--- src/rtl/fdb_pkg.sv ---
// Shared types for the frame stream DMA buffer.
package fdb_pkg;
    // Burst engine state: waiting for a grant, or streaming beats.
    typedef enum logic {
        ENG_IDLE  = 1'b0,
        ENG_BURST = 1'b1
    } eng_state_e;
endpackage

--- src/rtl/fdb_ring.sv ---
// Ring buffer of DEPTH words with a level counter.
// Assumes the caller never pushes when full and never pops when empty.
// A clear empties it; stored contents are not reset.
module fdb_ring #(
    parameter int DATA_W = 32,
    parameter int DEPTH  = 12,
    localparam int PTR_W = (DEPTH > 1) ? $clog2(DEPTH) : 1,
    localparam int LVL_W = $clog2(DEPTH + 1)
) (
    input  logic              clk,
    input  logic              rst_n,
    input  logic              clear,
    input  logic              push,
    input  logic [DATA_W-1:0] push_data,
    input  logic              pop,
    output logic [DATA_W-1:0] head,
    output logic [LVL_W-1:0]  level,
    output logic              full
);
    logic [DATA_W-1:0] mem [DEPTH];
    logic [PTR_W-1:0]  wr_ptr;
    logic [PTR_W-1:0]  rd_ptr;

    function automatic logic [PTR_W-1:0] bump(input logic [PTR_W-1:0] p);
        return (p == PTR_W'(DEPTH - 1)) ? '0 : p + 1'b1;
    endfunction

    // Pointer and level bookkeeping.
    always_ff @(posedge clk) begin
        if (!rst_n || clear) begin
            wr_ptr <= '0;
            rd_ptr <= '0;
            level  <= '0;
        end else begin
            if (push) wr_ptr <= bump(wr_ptr);
            if (pop)  rd_ptr <= bump(rd_ptr);
            unique case ({push, pop})
                2'b10:   level <= level + 1'b1;
                2'b01:   level <= level - 1'b1;
                default: ;
            endcase
        end
    end

    // Storage write.
    always_ff @(posedge clk) begin
        if (push) mem[wr_ptr] <= push_data;
    end

    assign head = mem[rd_ptr];
    assign full = (level == LVL_W'(DEPTH));

    AST_NO_PUSH_FULL: assert property (@(posedge clk) disable iff (!rst_n)
        (push && !clear) |-> !full);
    AST_NO_POP_EMPTY: assert property (@(posedge clk) disable iff (!rst_n)
        (pop && !clear) |-> (level != '0));
endmodule

--- src/rtl/fdb_ingest.sv ---
// Input side: accepts pixel strobes up to the frame length. It replaces
// lost words with zero words and counts the losses in a saturating counter.
// Assumes at most one strobe per cycle; a zero owed is written in any
// cycle with space and no arrival.
module fdb_ingest #(
    parameter int DATA_W = 32,
    parameter int CNT_W  = 20,
    parameter int DROP_W = 16
) (
    input  logic              clk,
    input  logic              rst_n,
    input  logic              clear,
    input  logic              active,
    input  logic [CNT_W-1:0]  total,
    input  logic              pix_stb,
    input  logic [DATA_W-1:0] pix_data,
    input  logic              full,
    output logic              push,
    output logic [DATA_W-1:0] push_data,
    output logic [DROP_W-1:0] drop_cnt,
    output logic              all_in
);
    logic [CNT_W-1:0] in_cnt;
    logic [CNT_W-1:0] owed;
    logic             take;
    logic             lost;

    assign take = active && pix_stb && (in_cnt != total);
    assign lost = take && (full || (owed != '0));

    // Choose what enters the buffer this cycle.
    always_comb begin
        push      = 1'b0;
        push_data = '0;
        if (take) begin
            if (!full) begin
                push      = 1'b1;
                push_data = (owed == '0) ? pix_data : '0;
            end
        end else if ((owed != '0) && !full) begin
            push = 1'b1;
        end
    end

    // Arrival count, owed zero words and saturating loss count.
    always_ff @(posedge clk) begin
        if (!rst_n || clear) begin
            in_cnt   <= '0;
            owed     <= '0;
            drop_cnt <= '0;
        end else begin
            if (take) in_cnt <= in_cnt + 1'b1;
            if (take && full)
                owed <= owed + 1'b1;
            else if (!take && (owed != '0) && !full)
                owed <= owed - 1'b1;
            if (lost && (drop_cnt != '1)) drop_cnt <= drop_cnt + 1'b1;
        end
    end

    assign all_in = (in_cnt == total) && (owed == '0);

    AST_DROP_MONOTONIC: assert property (@(posedge clk) disable iff (!rst_n)
        !clear |=> (drop_cnt >= $past(drop_cnt)));
endmodule

--- src/rtl/fdb_dma_eng.sv ---
// Burst engine: requests the bus when enough words are buffered, or when
// the frame tail has fully arrived. On a grant it streams exactly the
// buffered count, one beat per cycle, at an address stepping by one word.
// Assumes thresh has already been clamped to 1..DEPTH.
module fdb_dma_eng
    import fdb_pkg::*;
#(
    parameter int DATA_W = 32,
    parameter int ADDR_W = 32,
    parameter int CNT_W  = 20,
    parameter int DEPTH  = 12,
    localparam int LVL_W = $clog2(DEPTH + 1),
    localparam int STEP  = DATA_W / 8
) (
    input  logic              clk,
    input  logic              rst_n,
    input  logic              clear,
    input  logic [ADDR_W-1:0] base,
    input  logic              active,
    input  logic [CNT_W-1:0]  total,
    input  logic [LVL_W-1:0]  thresh,
    input  logic [LVL_W-1:0]  level,
    input  logic              all_in,
    input  logic [DATA_W-1:0] head,
    input  logic              gnt,
    output logic              req,
    output logic              beat,
    output logic [ADDR_W-1:0] addr,
    output logic [DATA_W-1:0] data,
    output logic              pop,
    output logic              finished
);
    eng_state_e       state;
    logic [LVL_W-1:0] left;
    logic [CNT_W-1:0] wr_cnt;

    assign finished = (wr_cnt == total);
    assign req  = active && (state == ENG_IDLE) && !finished && (level != '0)
                  && ((level >= thresh) || all_in);
    assign beat = (state == ENG_BURST);
    assign pop  = beat;
    assign data = head;

    // Grant capture, beat sequencing, address and written-word count.
    always_ff @(posedge clk) begin
        if (!rst_n) begin
            state  <= ENG_IDLE;
            left   <= '0;
            wr_cnt <= '0;
            addr   <= '0;
        end else if (clear) begin
            state  <= ENG_IDLE;
            left   <= '0;
            wr_cnt <= '0;
            addr   <= base;
        end else begin
            unique case (state)
                ENG_IDLE: begin
                    if (req && gnt) begin
                        state <= ENG_BURST;
                        left  <= level;
                    end
                end
                ENG_BURST: begin
                    addr   <= addr + ADDR_W'(STEP);
                    wr_cnt <= wr_cnt + 1'b1;
                    left   <= left - 1'b1;
                    if (left == LVL_W'(1)) state <= ENG_IDLE;
                end
                default: state <= ENG_IDLE;
            endcase
        end
    end
endmodule

--- src/rtl/frame_dma_buffer.sv ---
// Top level: frame control around the ingest stage, the ring buffer and
// the burst engine. Assumes start is a single-cycle pulse; a start during
// a frame abandons it.
module frame_dma_buffer #(
    parameter int DATA_W = 32,
    parameter int ADDR_W = 32,
    parameter int DEPTH  = 12,
    parameter int CNT_W  = 20,
    parameter int DROP_W = 16,
    localparam int LVL_W = $clog2(DEPTH + 1)
) (
    input  logic              clk,
    input  logic              rst_n,
    input  logic              start,
    input  logic [ADDR_W-1:0] cfg_base,
    input  logic [CNT_W-1:0]  cfg_words,
    input  logic [LVL_W-1:0]  cfg_thresh,
    input  logic              pix_stb,
    input  logic [DATA_W-1:0] pix_data,
    output logic              dma_req,
    input  logic              dma_gnt,
    output logic              dma_beat,
    output logic [ADDR_W-1:0] dma_addr,
    output logic [DATA_W-1:0] dma_data,
    output logic [DROP_W-1:0] drop_count,
    output logic              busy,
    output logic              done
);
    logic              active;
    logic [CNT_W-1:0]  total_r;
    logic [LVL_W-1:0]  thr_r;
    logic              push;
    logic [DATA_W-1:0] push_data;
    logic              pop;
    logic [DATA_W-1:0] head;
    logic [LVL_W-1:0]  fifo_level;
    logic              fifo_full;
    logic              all_in;
    logic              finished;

    function automatic logic [LVL_W-1:0] clamp_thr(input logic [LVL_W-1:0] t);
        if (t == '0) return LVL_W'(1);
        if (t > LVL_W'(DEPTH)) return LVL_W'(DEPTH);
        return t;
    endfunction

    // Frame control: capture configuration, then finish after the last beat.
    always_ff @(posedge clk) begin
        if (!rst_n) begin
            active  <= 1'b0;
            done    <= 1'b0;
            total_r <= '0;
            thr_r   <= LVL_W'(1);
        end else if (start) begin
            active  <= 1'b1;
            done    <= 1'b0;
            total_r <= cfg_words;
            thr_r   <= clamp_thr(cfg_thresh);
        end else if (active && finished) begin
            active <= 1'b0;
            done   <= 1'b1;
        end
    end

    assign busy = active;

    fdb_ingest #(.DATA_W(DATA_W), .CNT_W(CNT_W), .DROP_W(DROP_W)) u_ingest (
        .clk(clk), .rst_n(rst_n), .clear(start), .active(active),
        .total(total_r), .pix_stb(pix_stb), .pix_data(pix_data),
        .full(fifo_full), .push(push), .push_data(push_data),
        .drop_cnt(drop_count), .all_in(all_in)
    );

    fdb_ring #(.DATA_W(DATA_W), .DEPTH(DEPTH)) u_ring (
        .clk(clk), .rst_n(rst_n), .clear(start), .push(push),
        .push_data(push_data), .pop(pop), .head(head),
        .level(fifo_level), .full(fifo_full)
    );

    fdb_dma_eng #(.DATA_W(DATA_W), .ADDR_W(ADDR_W), .CNT_W(CNT_W), .DEPTH(DEPTH)) u_eng (
        .clk(clk), .rst_n(rst_n), .clear(start), .base(cfg_base),
        .active(active), .total(total_r), .thresh(thr_r),
        .level(fifo_level), .all_in(all_in), .head(head), .gnt(dma_gnt),
        .req(dma_req), .beat(dma_beat), .addr(dma_addr), .data(dma_data),
        .pop(pop), .finished(finished)
    );

    AST_BEAT_HAS_DATA: assert property (@(posedge clk) disable iff (!rst_n)
        dma_beat |-> (fifo_level != '0));
    AST_GRANT_STARTS_BURST: assert property (@(posedge clk) disable iff (!rst_n)
        (dma_req && dma_gnt && !start) |=> dma_beat);
    AST_DONE_QUIET: assert property (@(posedge clk) disable iff (!rst_n)
        done |-> (!dma_req && !dma_beat));
    AST_DONE_STICKY: assert property (@(posedge clk) disable iff (!rst_n)
        (done && !start) |=> done);
endmodule

--- config.mk ---
export PLATFORM = sky130hd
export DESIGN_NAME = frame_dma_buffer
export DESIGN_NICKNAME = d
export VERILOG_FILES = /design/src/rtl/fdb_pkg.sv /design/src/rtl/fdb_ring.sv /design/src/rtl/fdb_ingest.sv /design/src/rtl/fdb_dma_eng.sv /design/src/rtl/frame_dma_buffer.sv
export SDC_FILE = /design/constraint.sdc
export NUM_CORES = 1
export LEC_CHECK = 0
export BUFFER_PORTS_ARGS = -buffer_cell sky130_fd_sc_hd__buf_2
export CAP_MARGIN = 20
export CELL_PAD_IN_SITES_DETAIL_PLACEMENT = 2
export CELL_PAD_IN_SITES_GLOBAL_PLACEMENT = 2
export CORE_ASPECT_RATIO = 1.1
export CORE_MARGIN = 2
export CORE_UTILIZATION = 43
export DETAILED_ROUTE_END_ITERATION = 16
export PLACE_DENSITY_LB_ADDON = 0.12
export SETUP_SLACK_MARGIN = 0.5
export SLEW_MARGIN = 40
export SYNTH_ARGS = -nofsm -noshare
export SYNTH_HDL_FRONTEND = slang
export SYNTH_HIERARCHICAL = 1
export SYNTH_SLANG_ARGS = --single-unit
export TNS_END_PERCENT = 5
--- constraint.sdc ---
create_clock -name clk -period 4.41 [get_ports clk]
set_clock_uncertainty 0.2 [all_clocks]
set_input_delay 0.441 -clock clk [delete_from_list [all_inputs] [get_ports clk]]
set_output_delay 0.441 -clock clk [all_outputs]
set_load 0.005 [all_outputs]
==> out/metrics.csv, run 1 <==
metric,value,unit
timing.setup.tns,0,ns
cp.arrival,4.05,ns
cp_max_fo,20,
rsz0062_at_grt,yes,
cts_tree,yes,
run_status,completed,
worstHoldPathType,in -> reg,
io_pins,177,
grt_use_total,24.9,%
synth_most_common_cell,edfxtp_1,
synth-seq-area-share,61.7,%
critPathTopFamily,simple AND/OR/NAND/NOR gates,
dieHeight,250,um
cts_htree_levels,2,
antenna_found_initial,1,
synth.yosys.warnings,6,
grt_pass1_vias,17113,
fin_area,0.0279,mm^2
hold-worst-slack,0.137,ns
area_growth,17.6,%
syn_inst,1672,
avgViaCountPerCell,5.62,
drv_slew,0,
maxCapViolCount,0,
slowest_stage,or4b_1,
avgSynthCellArea,14.2,um^2
clockBufferDepth,3,
synth_top_area_share,48.6,%
drive_gt1_share,22.5,%
clk_latency,0.63,ns
wl_per_cell,26.3,um
clk_pin_slew,0.06,ns
totalPowerFinal,10.9,mW
finalHoldViolations,0,
gp_congestion,0.776,
dp_hpwl,44.3,mm
routed_wl,70.6,mm
grt_pass1_wl,108,mm
post_dp_cell_area,0.0253,mm^2
nets,2031,
ant_nets,0,
grt_overflow,0,
ys_ff_latch,539,
core_area,0.0547,mm^2
max_freq,269,MHz
critPathMaxStageDelay,0.47,ns
syn_nets,1802,
grt_max_degree,53,
tightest_slew,0.814,ns
fp.dieArea,0.0570,mm^2
period_minus_slack,3.71,ns
syn_area,0.0237,mm^2
synthTopCellsByCount,"edfxtp_1, dfxtp_1, nor2_1, nand2_1, mux4_2",
cts.sinks,539,
rows,90,
ys_types,79,
crit_required,4.75,ns
drc,0,
power_leakage,9.92,nW
slew_headroom,45.6,%
end_kind,register,
async_reset_ff_share,0,%
path_buf_inv,1,
cts-root-buf,clkbuf_16,
critPathKind,reg -> reg,
setup_viol,0,
fin_crit_sh,84.2,%
crit_chain,"xnor2_1, nand4_1, nor3_4, a21oi_4, nand2_1, buf_6, ha_2, and4_1, or4b_1, o22ai_2, or2_2, a31oi_1, or3_1, a21oi_1",
synth_area_leader_cell,edfxtp_1,
synth_edf_count,384,
worstSetupStartpointType,register,
via_count,15101,
die-width,228,um
initialDrtViolationCount,781,
synth_ff_type,edfxtp_1,
p_per_area,391,mW/mm^2
drtPass1Iterations,5,
start_util,43.3,%
synthTopCellsByArea,"edfxtp_1, dfxtp_1, mux4_2",
vdd_drop_max,0.000258,V
port_buffers,176,
cts_buffers,58,
[placed cells by master, fill, tap and decap left out, types with 32 or more instances in the layout]
cell type,n
nor2_1,110
xnor2_1,78
clkbuf_16,59
and3_1,56
buf_4,33
mux2i_1,81
dfxtp_1,150
xor2_1,49
dlygate4sd3_1,57
buf_2,176
edfxtp_1,384
nand2_1,106
o21ai_0,64
mux4_2,84
ha_1,32
a21oi_1,56
[state kept, by name, indices dropped and copies added, names as in the netlist, named ones only]
name	count
u_ring/wr_ptr	4
u_eng/left	4
thr_r	4
busy	1
u_ring/level	4
u_eng/addr	32
u_ingest/in_cnt	20
u_ring/mem	384
done	1
u_eng/beat	1
total_r	20
u_eng/wr_cnt	20
u_ingest/drop_cnt	16
u_ring/rd_ptr	4
u_ingest/owed	20
[final timing paths]
check	to	cells after the start	startpoint	slack (ns)
worst min-delay path	u_eng/beat	5	dma_gnt	0.14
worst max-delay path	u_ingest/owed[18]	14	u_ingest/in_cnt[5]	0.70
worst min register to register	done	2	done	0.28
worst max register to register	u_ingest/owed[18]	14	u_ingest/in_cnt[5]	0.70
[routing by layer]
metal / global-route usage [%] / wire (um) / vias to the layer above
met5: 0 / 13 / -
met4: 6.27 / 1500 / 2
met3: 3.40 / 2380 / 104
met2: 46.2 / 38000 / 296
met1: 30.5 / 28700 / 7946
li1: - / - / 6753
[logic make-up after synthesis]
| kind of cell | share of synthesized area [%] |
|---|---|
| DFF | 61.7 |
| and+or+nand+nor | 10.5 |
| AOI/OAI and AO/OA | 5.07 |
| adders and majority gates | 1.98 |
| muxes | 13.0 |
| buffers and inverters | 3.08 |
| xor gates and xnor gates | 4.69 |
[timing repair]
| action | 4_1_cts | 5_1_grt |
|---|---|---|
| endpoints found under the setup margin | 2 | 5 |
| pin swaps | 0 | 1 |
| resized for setup | 5 | 6 |
| setup buffers | 0 | 1 |
| hold buffers | 57 | 0 |
| hold endpoints to repair | 56 | 0 |
[report_power, final]
group | switching [mW] | total, mW | internal [mW]
combinational | 0.238 | 0.426 | 0.188
sequential | 0.0479 | 5.49 | 5.45
clock | 2.12 | 4.97 | 2.86
total | 2.40 | 10.9 | 8.49
[cell type report]
cell class	count	area (um^2)
repair buffers	276	1890
clock buffers	70	1550
clock inverters	39	384
fillers	5217	26900
inverters	18	67.6
multi-input cells	1008	8400
diodes	1	2.50
flip-flops and latches	539	14700
well taps	736	921
[worst register-to-register path, delay by kind of cell, from the launching register on]
family / cells / cell delay (ns)
flip-flops: 1 / 0.44
AND/OR/NAND/NOR: 7 / 1.84
AO/OA/AOI/OAI: 4 / 0.54
XOR/XNOR: 1 / 0.17
buffers and inverters: 1 / 0.21
adder cells (fa/ha/maj): 1 / 0.26
[through the flow]
step                      worst slack, ns  cells  utilization (%)
after global routing                0.488   2686             50.9
final                               0.698   2687             50.9
after floorplan                     0.613   1672                -
after CTS                           0.505   2685             50.9
after detailed placement            0.317   2519             46.3
after global placement              0.413   2519             46.2
(Power assumes the default switching activity.)
==> run 2: changes to the inputs <==
ABC_AREA = 1   (was default)
CORE_UTILIZATION = 39   (was 43)
clock period = 3.8 ns   (was 4.41 ns; I/O delays follow)
==> run 2 against run 1 <==
  * The run now ends with hold timing left
  * Register-to-register slack lost 0.14 ns
  * Clock-buffer cell count shrank 2
  * Worst setup slack worse by 0.16 ns
  * Critical path depth shrank 2
  * Sequential cell count is the same
  * First-iteration DRC count is 26% higher
  * Critical endpoint is now dma_req
  * Largest power group unchanged
==> out/metrics.csv, run 2 <==
metric,value,unit,change
rows,98,,was 90
clockBufferDepth,3,,unchanged
syn_area,0.0256,mm^2,was 0.0237 mm^2
clkPwrFrac,36.4,%,was 45.6%
seq_power_share,40.7,%,was 50.4%
port_buffers,176,,unchanged
clk_latency,0.64,ns,was 0.63 ns
grt_pass1_vias,23260,,was 17113
drv_slew,0,,unchanged
routed_wl,91.0,mm,was 70.6 mm
end_kind,primary output,,was register
dp_hpwl,55.3,mm,was 44.3 mm
cts-root-buf,clkbuf_16,,unchanged
cts_tree,yes,,unchanged
finalHoldViolations,12,,was 0
synth_most_common_cell,nand2_1,,was edfxtp_1
avgViaCountPerCell,5.43,,was 5.62
fp.dieArea,0.0678,mm^2,was 0.0570 mm^2
syn_nets,2874,,was 1802
largest_register,u_ring/mem,,unchanged
tightest_slew,0.884,ns,was 0.814 ns
worstHoldPathType,in -> reg,,unchanged
grt_pass1_wl,138,mm,was 108 mm
via_count,20824,,was 15101
p_per_area,573,mW/mm^2,was 391 mW/mm^2
drive_gt1_share,13.4,%,was 22.5%
timing.setup.tns,0,ns,unchanged
initialDrtViolationCount,984,,was 781
cts_htree_levels,2,,unchanged
layout_commonest_cell,nand2_1,,was edfxtp_1
maxCapViolCount,0,,unchanged
cp.arrival,2.68,ns,was 4.05 ns
worstSetupStartpointType,register,,unchanged
synth_top_area_share,45.0,%,was 48.6%
avgSynthCellArea,9.34,um^2,was 14.2 um^2
start_util,39.4,%,was 43.3%
core_area,0.0650,mm^2,was 0.0547 mm^2
fin_ws,0.538,ns,was 0.698 ns
syn_inst,2744,,was 1672
fin_crit_sh,85.9,%,
synthTopCellsByCount,"nand2_1, edfxtp_1, inv_1, nor2_1, nand3_1",,"was edfxtp_1, dfxtp_1, nor2_1, nand2_1, mux4_2"
synth-seq-area-share,57.1,%,was 61.7%
power_leakage,11.6,nW,was 9.92 nW
synth_edf_count,384,,unchanged
grt_use_total,26.7,%,was 24.9%
gp_congestion,0.825,,was 0.776
vdd_drop_max,0.000353,V,was 0.000258 V
synthTopCellsByArea,"edfxtp_1, dfxtp_1, nand2_1",,"was edfxtp_1, dfxtp_1, mux4_2"
grt_overflow,0,,unchanged
cts.sinks,539,,unchanged
cts_buffers,59,,was 58
largest_register_ffs,384,,unchanged
ys_types,55,,was 79
setup_viol,0,,unchanged
dp_slack,0.355,ns,was 0.317 ns
area_growth,17.5,%,was 17.6%
synth_area_leader_cell,edfxtp_1,,unchanged
synth.yosys.warnings,6,,unchanged
wl_per_cell,23.7,um,was 26.3 um
hold-worst-slack,-0.0126,ns,was 0.137 ns
fin_area,0.0301,mm^2,was 0.0279 mm^2
p_int,11.8,mW,was 8.49 mW
antenna_found_initial,3,,was 1
ant_nets,0,,unchanged
layout_common_cells,"nand2_1, edfxtp_1, inv_1",,"was edfxtp_1, buf_2, dfxtp_1"
die-width,248,um,was 228 um
drtPass1Iterations,5,,unchanged
drc,0,,unchanged
clk_pin_slew,0.06,ns,about the same
period_minus_slack,3.26,ns,
fin_util,46.3,%,was 50.9%
io_pins,177,,unchanged
reg.largest.list,"u_ring/mem x384, u_eng/addr x32",,unchanged
violations,hold timing,,
critPathKind,reg -> out,,was reg -> reg
grt_max_degree,161,,was 53
p_sw,5.49,mW,was 2.40 mW
slew_headroom,41.0,%,was 45.6%
post_dp_cell_area,0.0272,mm^2,was 0.0253 mm^2
run_status,finished with violations,,was completed
swShare,31.8,%,was 22.1%
ys_ff_latch,539,,unchanged
nets,3069,,was 2031
async_reset_ff_share,0,%,unchanged
max_freq,307,MHz,
combPwrFrac,22.9,%,was 3.9%
synth_ff_type,edfxtp_1,,unchanged
rsz0062_at_grt,yes,,unchanged
dieHeight,273,um,was 250 um
crit_required,3.22,ns,was 4.75 ns
cp_max_fo,5,,was 20
## run 2: cell count changes in the layout (fill, tap and decap cells not counted), moves of 78 or more
| cell | delta |
|---|---|
| mux4_2 | -84 |
| a21oi_1 | +130 |
| nor2_1 | +78 |
| nand3_1 | +168 |
| inv_1 | +303 |
| nand2_1 | +468 |
## run 2: per-layer routing
metal  vias to the layer above  track usage, %  part of all wire, %
li1                       9574               -                    -
met4                         4            10.1                  3.7
met1                     10655            31.9                   41
met2                       408            48.5                   52
met3                       183            3.38                  3.3
met5                         -               0                0.022
## run 2: final timing paths
| check | from | end | slack, ns | cells past startpoint |
|---|---|---|---|---|
| setup reg to reg | total_r[2] | u_ingest/owed[18] | 0.56 | 21 |
| setup / recovery | total_r[2] | dma_req | 0.54 | 12 |
| hold / removal | pix_data[20] | u_ring/mem[0][20] | -0.01 | 3 |
| hold reg to reg | thr_r[3] | thr_r[3] | 0.29 | 2 |
## run 2: power by group through the flow
stage               Combinational [mW]  Sequential, mW  Clock [mW]
global route                      4.41            7.05        6.62
detailed placement                3.80            7.13           0
CTS                               3.92            7.02        6.37
global placement                  3.64            7.08           0
finish                            3.95            7.01        6.29
floorplan                         2.58            7.04           0
## run 2: cells by family after synthesis
logic type | Yosys count | synth area share, %
AOI/OAI and AO/OA | 473 | 10.2
xor gates and xnor gates | 77 | 2.63
adders and majority gates | 37 | 1.84
buffers and inverters | 484 | 8.68
DFF | 539 | 57.1
muxes | 32 | 1.25
and+or+nand+nor | 1102 | 18.3
## run 2: final cells by class
type | instances | area, um^2
sequential | 539 | 14600
timing repair buffer | 283 | 2090
tap | 850 | 1060
inverter | 335 | 1260
fill | 6910 | 34900
antenna | 2 | 5.00
clock buffer | 68 | 1530
clock inverter | 40 | 556
multi-input combinational | 1721 | 8950
## run 2: timing repair
| action | CTS | global route |
|---|---|---|
| cloned | 0 | 0 |
| endpoints found under the setup margin | 245 | 305 |
| buffers inserted | 0 | 4 |
| hold buffers | 57 | 4 |
| gates resized for setup | 3 | 26 |
| pin swaps | 0 | 1 |
| hold endpoints to repair | 56 | 26 |
## run 2: through the flow
stage | std cells | power [mW]
2_1_floorplan | 2744 | 9.62
3_3_place_gp | 3663 | 10.7
3_5_place_dp | 3663 | 10.9
4_1_cts | 3828 | 17.3
5_1_grt | 3837 | 18.1
6_report | 3838 | 17.3
## run 2: worst max-delay path, stage by stage, from the launching register on
cell	delay, ns
dfxtp_1	0.44
inv_1	0.06
nand2_1	0.06
nand2_1	0.06
nor2_1	0.09
nand2_1	0.08
nor2_1	0.19
nand3_4	0.17
nor3_1	0.19
inv_1	0.10
nand4_1	0.16
and3_1	0.28
buf_2	0.16
